### src/rtl/xlat_pkg.sv
package xlat_pkg;
    localparam int EA_W    = 32;
    localparam int PG_BITS = 12;
    localparam int VPN_W   = EA_W - PG_BITS;
    localparam int BLK_LO  = 17;
    localparam int BTAG_W  = EA_W - BLK_LO;

    typedef struct packed {
        logic             valid;
        logic [VPN_W-1:0] vpn;
        logic [VPN_W-1:0] ppn;
        logic             rd;
        logic             wr;
        logic             ukey;
    } tlb_ent_t;

    typedef struct packed {
        logic              sv;
        logic              uv;
        logic [BTAG_W-1:0] ea_tag;
        logic [BTAG_W-1:0] pa_tag;
        logic [BTAG_W-1:0] mask;
        logic              rd;
        logic              wr;
    } blk_ent_t;
endpackage

### src/rtl/xlat_tlb.sv
module xlat_tlb
    import xlat_pkg::*;
#(
    parameter int N = 8
) (
    input  logic             clk,
    input  logic             rst_n,
    input  logic [VPN_W-1:0] lk_vpn,
    output logic             lk_hit,
    output logic [VPN_W-1:0] lk_ppn,
    output logic             lk_rd,
    output logic             lk_wr,
    output logic             lk_ukey,
    input  logic             ld_en,
    input  tlb_ent_t         ld_ent
);
    localparam int PTR_W = (N > 1) ? $clog2(N) : 1;
    localparam logic [PTR_W-1:0] LAST = PTR_W'(N - 1);

    typedef struct packed {
        tlb_ent_t [N-1:0] ent;
        logic [PTR_W-1:0] ptr;
    } st_t;

    st_t st_d, st_q;
    logic [N-1:0] hv;
    logic [N-1:0] mv;

    for (genvar gi = 0; gi < N; gi++) begin : g_cmp
        assign hv[gi] = st_q.ent[gi].valid && (st_q.ent[gi].vpn == lk_vpn);
        assign mv[gi] = st_q.ent[gi].valid && (st_q.ent[gi].vpn == ld_ent.vpn);
    end

    always_comb begin
        lk_hit  = |hv;
        lk_ppn  = '0;
        lk_rd   = 1'b0;
        lk_wr   = 1'b0;
        lk_ukey = 1'b0;
        for (int i = 0; i < N; i++) begin
            if (hv[i]) begin
                lk_ppn  = lk_ppn | st_q.ent[i].ppn;
                lk_rd   = lk_rd | st_q.ent[i].rd;
                lk_wr   = lk_wr | st_q.ent[i].wr;
                lk_ukey = lk_ukey | st_q.ent[i].ukey;
            end
        end
    end

    logic [PTR_W-1:0] slot;

    always_comb begin
        st_d = st_q;
        slot = st_q.ptr;
        if (ld_en) begin
            if (|mv) begin
                for (int i = N - 1; i >= 0; i--) begin
                    if (mv[i]) slot = PTR_W'(i);
                end
            end else begin
                st_d.ptr = (st_q.ptr == LAST) ? '0 : st_q.ptr + 1'b1;
            end
            st_d.ent[slot]       = ld_ent;
            st_d.ent[slot].valid = 1'b1;
        end
    end

    always_ff @(posedge clk) begin
        if (!rst_n) st_q <= '0;
        else        st_q <= st_d;
    end

    // the loader never leaves two valid entries with one page number
    p_single_match_r11: assert property (@(posedge clk) disable iff (!rst_n)
        $onehot0(hv));

    // a load of a new page advances the pointer by one, with wrap
    p_rr_advance_r11: assert property (@(posedge clk) disable iff (!rst_n)
        (ld_en && !(|mv)) |=>
            (st_q.ptr == (($past(st_q.ptr) == LAST) ? '0 : $past(st_q.ptr) + 1'b1)));

    // reloading a present page keeps the pointer
    p_inplace_r11: assert property (@(posedge clk) disable iff (!rst_n)
        (ld_en && (|mv)) |=> $stable(st_q.ptr));
endmodule

### src/rtl/xlat_bat.sv
module xlat_bat
    import xlat_pkg::*;
#(
    parameter int N = 4,
    localparam int IDX_W = (N > 1) ? $clog2(N) : 1
) (
    input  logic              clk,
    input  logic              rst_n,
    input  logic              wr_en,
    input  logic [IDX_W-1:0]  wr_idx,
    input  blk_ent_t          wr_ent,
    input  logic [BTAG_W-1:0] lk_tag,
    input  logic              lk_super,
    output logic              lk_hit,
    output logic [BTAG_W-1:0] lk_pa_tag,
    output logic              lk_rd,
    output logic              lk_wr
);
    typedef struct packed {
        blk_ent_t [N-1:0] ent;
    } st_t;

    st_t st_d, st_q;
    logic [N-1:0] hv;

    for (genvar gi = 0; gi < N; gi++) begin : g_cmp
        assign hv[gi] = (((st_q.ent[gi].ea_tag ^ lk_tag) & ~st_q.ent[gi].mask) == '0)
                     && (lk_super ? st_q.ent[gi].sv : st_q.ent[gi].uv);
    end

    blk_ent_t sel;

    always_comb begin
        sel = '0;
        for (int i = N - 1; i >= 0; i--) begin
            if (hv[i]) sel = st_q.ent[i];
        end
        lk_hit    = |hv;
        lk_pa_tag = (sel.pa_tag & ~sel.mask) | (lk_tag & sel.mask);
        lk_rd     = sel.rd;
        lk_wr     = sel.wr;
    end

    always_comb begin
        st_d = st_q;
        if (wr_en) st_d.ent[wr_idx] = wr_ent;
    end

    always_ff @(posedge clk) begin
        if (!rst_n) st_q <= '0;
        else        st_q <= st_d;
    end

    // a programmed entry holds what was written, one cycle later
    p_blk_write_r2: assert property (@(posedge clk) disable iff (!rst_n)
        wr_en |=> (st_q.ent[$past(wr_idx)] == $past(wr_ent)));

    // a matching entry is valid for the privilege of the lookup
    p_priv_gate_r4: assert property (@(posedge clk) disable iff (!rst_n)
        lk_hit |-> (lk_super ? (sel.sv == 1'b1) : (sel.uv == 1'b1)));
endmodule

### src/rtl/xlat_unit.sv
module xlat_unit
    import xlat_pkg::*;
#(
    parameter int TLB_N = 8,
    parameter int BLK_N = 4,
    localparam int BIDX_W = (BLK_N > 1) ? $clog2(BLK_N) : 1
) (
    input  logic              clk,
    input  logic              rst_n,
    input  logic              req_valid,
    input  logic [EA_W-1:0]   req_ea,
    input  logic              req_super,
    input  logic              req_store,
    output logic              rsp_valid,
    output logic [EA_W-1:0]   rsp_pa,
    output logic              rsp_hit,
    output logic              rsp_miss,
    output logic              rsp_fault,
    output logic              rsp_blk,
    output logic              miss_flag,
    output logic [EA_W-1:0]   miss_ea,
    input  logic              miss_clr,
    input  logic              tlb_ld_en,
    input  logic [VPN_W-1:0]  tlb_ld_vpn,
    input  logic [VPN_W-1:0]  tlb_ld_ppn,
    input  logic              tlb_ld_rd,
    input  logic              tlb_ld_wr,
    input  logic              tlb_ld_key,
    input  logic              blk_wr_en,
    input  logic [BIDX_W-1:0] blk_wr_idx,
    input  logic [BTAG_W-1:0] blk_wr_ea_tag,
    input  logic [BTAG_W-1:0] blk_wr_pa_tag,
    input  logic [BTAG_W-1:0] blk_wr_mask,
    input  logic              blk_wr_sv,
    input  logic              blk_wr_uv,
    input  logic              blk_wr_rd,
    input  logic              blk_wr_wr
);
    typedef struct packed {
        logic            rsp_valid;
        logic [EA_W-1:0] rsp_pa;
        logic            rsp_hit;
        logic            rsp_miss;
        logic            rsp_fault;
        logic            rsp_blk;
        logic            miss_flag;
        logic [EA_W-1:0] miss_ea;
    } st_t;

    st_t st_d, st_q;

    tlb_ent_t          ld_ent;
    blk_ent_t          bw_ent;
    logic              t_hit, t_rd, t_wr, t_key;
    logic [VPN_W-1:0]  t_ppn;
    logic              b_hit, b_rd, b_wr;
    logic [BTAG_W-1:0] b_pa_tag;

    always_comb begin
        ld_ent       = '0;
        ld_ent.vpn   = tlb_ld_vpn;
        ld_ent.ppn   = tlb_ld_ppn;
        ld_ent.rd    = tlb_ld_rd;
        ld_ent.wr    = tlb_ld_wr;
        ld_ent.ukey  = tlb_ld_key;
        bw_ent.sv     = blk_wr_sv;
        bw_ent.uv     = blk_wr_uv;
        bw_ent.ea_tag = blk_wr_ea_tag;
        bw_ent.pa_tag = blk_wr_pa_tag;
        bw_ent.mask   = blk_wr_mask;
        bw_ent.rd     = blk_wr_rd;
        bw_ent.wr     = blk_wr_wr;
    end

    xlat_tlb #(.N(TLB_N)) u_tlb (
        .clk     (clk),
        .rst_n   (rst_n),
        .lk_vpn  (req_ea[EA_W-1:PG_BITS]),
        .lk_hit  (t_hit),
        .lk_ppn  (t_ppn),
        .lk_rd   (t_rd),
        .lk_wr   (t_wr),
        .lk_ukey (t_key),
        .ld_en   (tlb_ld_en),
        .ld_ent  (ld_ent)
    );

    xlat_bat #(.N(BLK_N)) u_bat (
        .clk       (clk),
        .rst_n     (rst_n),
        .wr_en     (blk_wr_en),
        .wr_idx    (blk_wr_idx),
        .wr_ent    (bw_ent),
        .lk_tag    (req_ea[EA_W-1:BLK_LO]),
        .lk_super  (req_super),
        .lk_hit    (b_hit),
        .lk_pa_tag (b_pa_tag),
        .lk_rd     (b_rd),
        .lk_wr     (b_wr)
    );

    logic miss_now;

    always_comb begin
        st_d           = st_q;
        st_d.rsp_valid = req_valid;
        st_d.rsp_pa    = '0;
        st_d.rsp_hit   = 1'b0;
        st_d.rsp_miss  = 1'b0;
        st_d.rsp_fault = 1'b0;
        st_d.rsp_blk   = 1'b0;
        miss_now       = 1'b0;
        if (req_valid) begin
            if (b_hit) begin
                if (req_store ? b_wr : b_rd) begin
                    st_d.rsp_hit = 1'b1;
                    st_d.rsp_blk = 1'b1;
                    st_d.rsp_pa  = {b_pa_tag, req_ea[BLK_LO-1:0]};
                end else begin
                    st_d.rsp_fault = 1'b1;
                end
            end else if (t_hit) begin
                if ((!req_super && t_key) || (req_store ? !t_wr : !t_rd)) begin
                    st_d.rsp_fault = 1'b1;
                end else begin
                    st_d.rsp_hit = 1'b1;
                    st_d.rsp_pa  = {t_ppn, req_ea[PG_BITS-1:0]};
                end
            end else begin
                st_d.rsp_miss = 1'b1;
                miss_now      = 1'b1;
            end
        end
        if (miss_now) begin
            st_d.miss_flag = 1'b1;
            st_d.miss_ea   = req_ea;
        end else if (miss_clr || tlb_ld_en) begin
            st_d.miss_flag = 1'b0;
        end
    end

    always_ff @(posedge clk) begin
        if (!rst_n) st_q <= '0;
        else        st_q <= st_d;
    end

    assign rsp_valid = st_q.rsp_valid;
    assign rsp_pa    = st_q.rsp_pa;
    assign rsp_hit   = st_q.rsp_hit;
    assign rsp_miss  = st_q.rsp_miss;
    assign rsp_fault = st_q.rsp_fault;
    assign rsp_blk   = st_q.rsp_blk;
    assign miss_flag = st_q.miss_flag;
    assign miss_ea   = st_q.miss_ea;

    // one outcome per response
    p_one_outcome_r10: assert property (@(posedge clk) disable iff (!rst_n)
        rsp_valid |-> ($countones({rsp_hit, rsp_miss, rsp_fault}) == 1));

    // a response follows a request by one cycle
    p_latency_r10: assert property (@(posedge clk) disable iff (!rst_n)
        rsp_valid |-> $past(req_valid));

    // page offset passes through
    p_page_offset_r1: assert property (@(posedge clk) disable iff (!rst_n)
        (rsp_hit && !rsp_blk) |-> (rsp_pa[PG_BITS-1:0] == $past(req_ea[PG_BITS-1:0])));

    // block offset passes through
    p_blk_offset_r2: assert property (@(posedge clk) disable iff (!rst_n)
        (rsp_hit && rsp_blk) |-> (rsp_pa[BLK_LO-1:0] == $past(req_ea[BLK_LO-1:0])));

    // no address leaks on a fault or miss
    p_zero_pa_r5: assert property (@(posedge clk) disable iff (!rst_n)
        (rsp_fault || rsp_miss) |-> (rsp_pa == '0));

    // a miss response comes with the captured address
    p_miss_capture_r7: assert property (@(posedge clk) disable iff (!rst_n)
        rsp_miss |-> (miss_flag && (miss_ea == $past(req_ea))));

    // the miss address moves only with a miss response
    p_miss_hold_r9: assert property (@(posedge clk) disable iff (!rst_n)
        !rsp_miss |-> $stable(miss_ea));
endmodule

### config.mk
export PLATFORM = sky130hd
export DESIGN_NAME = xlat_unit
export DESIGN_NICKNAME = d
export VERILOG_FILES = /design/src/rtl/xlat_pkg.sv /design/src/rtl/xlat_tlb.sv /design/src/rtl/xlat_bat.sv /design/src/rtl/xlat_unit.sv
export SDC_FILE = /design/constraint.sdc
export NUM_CORES = 2
export LEC_CHECK = 0
export BUFFER_PORTS_ARGS = -buffer_cell sky130_fd_sc_hd__buf_2
export CORE_MARGIN = 3
export CORE_UTILIZATION = 30
export CTS_CLUSTER_DIAMETER = 200
export DETAILED_ROUTE_END_ITERATION = 10
export PLACE_DENSITY = 0.49
export REMOVE_ABC_BUFFERS = 1
export SLEW_MARGIN = 20
export SYNTH_ARGS = -nofsm -noshare
export SYNTH_HDL_FRONTEND = slang
export SYNTH_HIERARCHICAL = 1
export SYNTH_SLANG_ARGS = --single-unit
### constraint.sdc
create_clock -name clk -period 5.93 [get_ports clk]
set_input_delay 0.8895 -clock clk [delete_from_list [all_inputs] [get_ports clk]]
set_output_delay 0.8895 -clock clk [all_outputs]
set_load 0.05 [all_outputs]
After elaboration in Yosys (flattened, before gate mapping)

Index checks and enable logic that the tools add are counted.

Flip-flop bits (word level): 621
Latch bits: 0
Bits in writable memories: 0
ROM bits: 0
Input bits: 134
Output and inout bits: 70
Word-level logic and storage cells: 267
Memories: 0

Add/subtract/negate cells: 1
$mul: 0
Div/mod/pow operators: 0
Magnitude comparators: 4
Equality and inequality tests: 17
Shifts and indexed selects: 0
Mux-type cells: 76
Bitwise logic cells: 45
Reductions and logical operators: 39

Operators by type and width:

| operator                                                                      | count |
|---|---|
| 352-bit bitwise mux                                                           | 2 |
| 20-bit equality test                                                          | 16 |
| 44-bit demux with 3-bit select                                                | 2 |
| 196-bit bitwise mux                                                           | 1 |
| 20-bit two-way mux                                                            | 8 |
| 20-bit OR                                                                     | 7 |
| 33-bit two-way mux                                                            | 4 |
| 32-bit two-way mux                                                            | 4 |
| 49-bit demux with 2-bit select                                                | 1 |
| 15-bit bitwise AND                                                            | 6 |
| 44-bit two-way mux                                                            | 2 |
| 15-bit NOT                                                                    | 5 |
| 15-bit zero test                                                              | 4 |
| 15-bit bitwise XOR                                                            | 4 |
| 49-bit two-way mux                                                            | 1 |
| 1-bit two-way mux                                                             | 40 |
| 3-bit two-way mux                                                             | 11 |
| 1-bit logical AND                                                             | 23 |
| 1-bit OR                                                                      | 21 |
| 8-bit OR reduction                                                            | 2 |
| 15-bit OR                                                                     | 1 |
| 3-bit by 4-bit less-than comparator with 1-bit output (second input constant) | 1 |
| 2-bit AND reduction                                                           | 2 |
| 4-bit OR reduction                                                            | 1 |
| other kinds (10)                                                              | 13 |

Depth between registers and ports, before layout

Depth after elaboration: 23
Gate-level depth with buffers: 15
Depth with buffers taken out: 10

Modules after synthesis

The synthesis kept the hierarchy.

Modules (own cells, without submodules):

| module    | instances | cells an instance | area each (um^2) | sequential area each (um^2) |
|---|---|---|---|---|
| xlat_tlb  | 1         | 1826              | 17888.4          | 7106.8 |
| xlat_bat  | 1         | 1166              | 9490.4           | 3923.8 |
| xlat_unit | 1         | 199               | 2434.8           | 1401.3 |

Worst setup path after synthesis

OpenSTA, ideal clock, no wires.

Kind: input to register
Start: in req_ea[31]
End: reg st_q, in the netlist rsp_pa[24]
Library setup time: 59 ps
Arrival time: 3767 ps
Required time: 5871 ps
Path slack: 2104 ps
Stages on the path: 13
Path buffers: 4
Cells stage by stage: clkbuf_1 > xor2_1 > nor4_1 > nand4_1 > nor4_1 > buf_2 > buf_2 > a22oi_1 > nand3_1 > mux2i_1 > nor4_4 > buf_6 > a22o_1

Word-level cells in the longest chain between the ends: 23
Elaborated cells on any way between the ends: 112
Classes of those cells: 8 x eq/ne; 42 x mux; 40 x bitwise; 22 x reduce/logical

RTL lines:

| item                   | line             | RTL |
|---|---|---|
| from (decl)            | xlat_unit.sv:11  | `input logic [EA_W-1:0] req_ea,` |
| 20-bit equality test   | xlat_tlb.sv:30   | `assign hv[gi] = st_q.ent[gi].valid && (st_q.ent[gi].vpn == lk_vpn);` |
| 1-bit logical AND      | xlat_tlb.sv:30   |  |
| 1-bit two-way mux      | xlat_tlb.sv:41   | `if (hv[i]) begin` |
| 1-bit OR               | xlat_tlb.sv:44   | `lk_wr = lk_wr \| st_q.ent[i].wr;` |
| 1-bit two-way mux      | xlat_tlb.sv:41   |  |
| 1-bit OR               | xlat_tlb.sv:44   |  |
| 1-bit two-way mux      | xlat_tlb.sv:41   |  |
| 1-bit OR               | xlat_tlb.sv:44   |  |
| [... 8 more ...]       | --               |  |
| 1-bit two-way mux (*)  | xlat_tlb.sv:41   |  |
| named net t_wr         | xlat_unit.sv:54  | `logic t_hit, t_rd, t_wr, t_key;` |
| 1-bit zero test (*)    | xlat_unit.sv:123 | `if ((!req_super && t_key) \|\| (req_store ? !t_wr : !t_rd)) begin` |
| 1-bit two-way mux (*)  | xlat_unit.sv:123 |  |
| 1-bit logical OR (*)   | xlat_unit.sv:123 |  |
| 33-bit two-way mux (*) | xlat_unit.sv:123 |  |
| 33-bit two-way mux (*) | xlat_unit.sv:122 | `end else if (t_hit) begin` |
| 33-bit two-way mux (*) | xlat_unit.sv:114 | `if (b_hit) begin` |
| to (signal assigned)   | xlat_unit.sv:144 | `else st_q <= st_d;` |
| to (decl)              | xlat_unit.sv:50  | `st_t st_d, st_q;` |

Mark *: on every way through the listed nets, which the timed path passes. The rest lies on a longest branch.
A chain may end at the register's enable or synchronous reset.

Worst setup path after layout

Start: in req_ea[27]
End: reg st_q, in the netlist rsp_pa[23]

The elaborated chain is that of the path after synthesis.

==> results.md <==
- Commonest non-fill, non-tap cell in the layout: nand2_1
- Critical Path Fanout Max: 29
- Rel. slew slack: 29.4%
- Port buffer count: 203
- Area grow syn2layout: 14.1%
- Die ar.: 103,000 um^2
- First-pass GRT wire length: 159,000 um
- Most frequent cells in the layout: nand2_1, dfxtp_1, mux2i_1
- Max-Cap Viols: 0
- LEAKAGE: 0.0126 uW
- Crit-path max cell delay: 0.61 ns
- CP endpoint kind: register
- # setup viols final: 0
- DR vias: 23.3k
- # fillers: 10.0k
- Outcome: finished, final reports clean
- Vias per cell: 5.07
- Final TNS setup: 0 ns
- Avg Cell Area, Syn: 9.34 um^2
- Worst-path clk slew: 0.06 ns
- Overflow after GRT: 0
- Ports: 204
- GP Congestion: 0.939
- Max clock buf depth: 3
- DRC errors left: 0
- Slowest cell on the critical path: nor4_4
- Worst-Skew Late Latency: 0.63 ns
- WS Path Type: in2reg
- Rows: 114
- Mapped Cells: 3,190
- Worst Hold Depth: 2
- Pwr/cell area: 298 nW/um^2
- Drt wl/cell: 24.0 um
- R2r worst-path depth: 12
- CTS tree: yes
- Worst path most repeated cell: a22o_1
- Final Hold Fails: 0
- Share of layout cells above drive strength 1: 12.6%
- Antenna violations before repair: 10
- CTS buffer count: 76
- Tmin final: 4.24 ns
- Period utilization: 71.5%
- Overall Global Routing Usage: 20.7%
- Post-CTS sizing: 0
- Unrepaired setup endpoints after global routing: false
- Synthesized area: 29,800 um^2
- Area occupied by multi-input gates: 15,800 um^2
- Largest net degree at the start of global routing: 118
- Clk_skew: 0.0212 ns
- Critical path, cell by cell: buf_2, xor2_1, nor4_1, nand4_1, nor4_2, buf_4, a22o_1, a221oi_1, nand3_1, mux2i_1, nor4_4, buf_12, a22o_1
- Register area: 12,400 um^2
- Initial DRC count: 2,245
- Max Slew Vio Count: 0
- Chip width: 321 um
- Setup crit start kind: primary input
- Fin nets: 3,402
- Initial core utilization: 30.6%
- Core region area: 97,600 um^2
- Worst hold path type: in2reg
- CP Data Arrival Time: 4.81 ns
- Final ANT Viol Nets: 0
- H-tree levels: 3
- Post-CTS setup repair buffer count: 0
- Hold bufs inserted after CTS: 0
- WL final: 111,000 um
- Hold Slack: 0.454 ns
- Worst EP required: 6.50 ns
- Pre-antenna DRT Iters: 5
- Post-DP HPWL: 72,600 um
- Max VDD drop: 0.200 mV
- Least-Margin Pin Slew: 1.06 ns
- Vias in the first global route: 22.3k
- Die H: 321 um
- Clock Sinks: 621
- Root Driver: clkbuf_16
- Fmax: 236 MHz
- Ys Warns: 6
## report_power, final
part	internal, uW	switching, uW
clock	2950	1900
sequential	4280	93.6
combinational	301	593
total	7540	2590
## layout make-up
class	count	share of cell area (%)
multi-input cells	2294	46.4
clock inverters	19	0.839
clock buffers	116	6.82
repair buffers	254	4.40
inverters	19	0.210
flip-flops and latches	621	36.6
well taps	1276	4.70
diodes	4	0.0294
## final timing paths
check                   from         endpoint  slack, ns
max               req_ea[27]       rsp_pa[23]       1.69
min                 miss_clr        miss_flag       0.45
max reg2reg   u_tlb/st_q[29]       rsp_pa[23]       2.00
min reg2reg  u_tlb/st_q[141]  u_tlb/st_q[141]       0.46
## through the flow
step	utilization, %	cells	setup WS, ns	total power, uW	area (um^2)
after floorplan	-	2934	-1.31	4900	28200
after global routing	34.8	4599	1.63	10500	34000
after CTS	34.8	4599	1.75	10200	34000
after detailed placement	32.2	4464	1.07	5350	31400
after global placement	32.2	4464	1.10	5350	31400
final	34.9	4603	1.69	10100	34000
## per-layer routing
metal	vias to the layer above	track usage, %	routed length (um)
li1	11000	-	-
met1	11400	29.0	51100
met2	792	32.2	49100
met3	155	4.08	7490
met4	6	6.16	2960
met5	-	0	40
## state kept, by name, indices dropped and copies added, names as in the netlist, 32 cells and up
signal,count
miss_ea,32
rsp_pa,32
u_bat/st_q,196
u_tlb/st_q,355
## critical path, delay by kind of cell
| family | cells | cell delay (ns) |
|---|---|---|
| AO/OA/AOI/OAI | 3 | 0.44 |
| buffers and inverters | 3 | 1.21 |
| XOR/XNOR | 1 | 0.13 |
| AND/OR/NAND/NOR | 5 | 1.92 |
| multiplexers | 1 | 0.17 |
(Power assumes the default switching activity.)
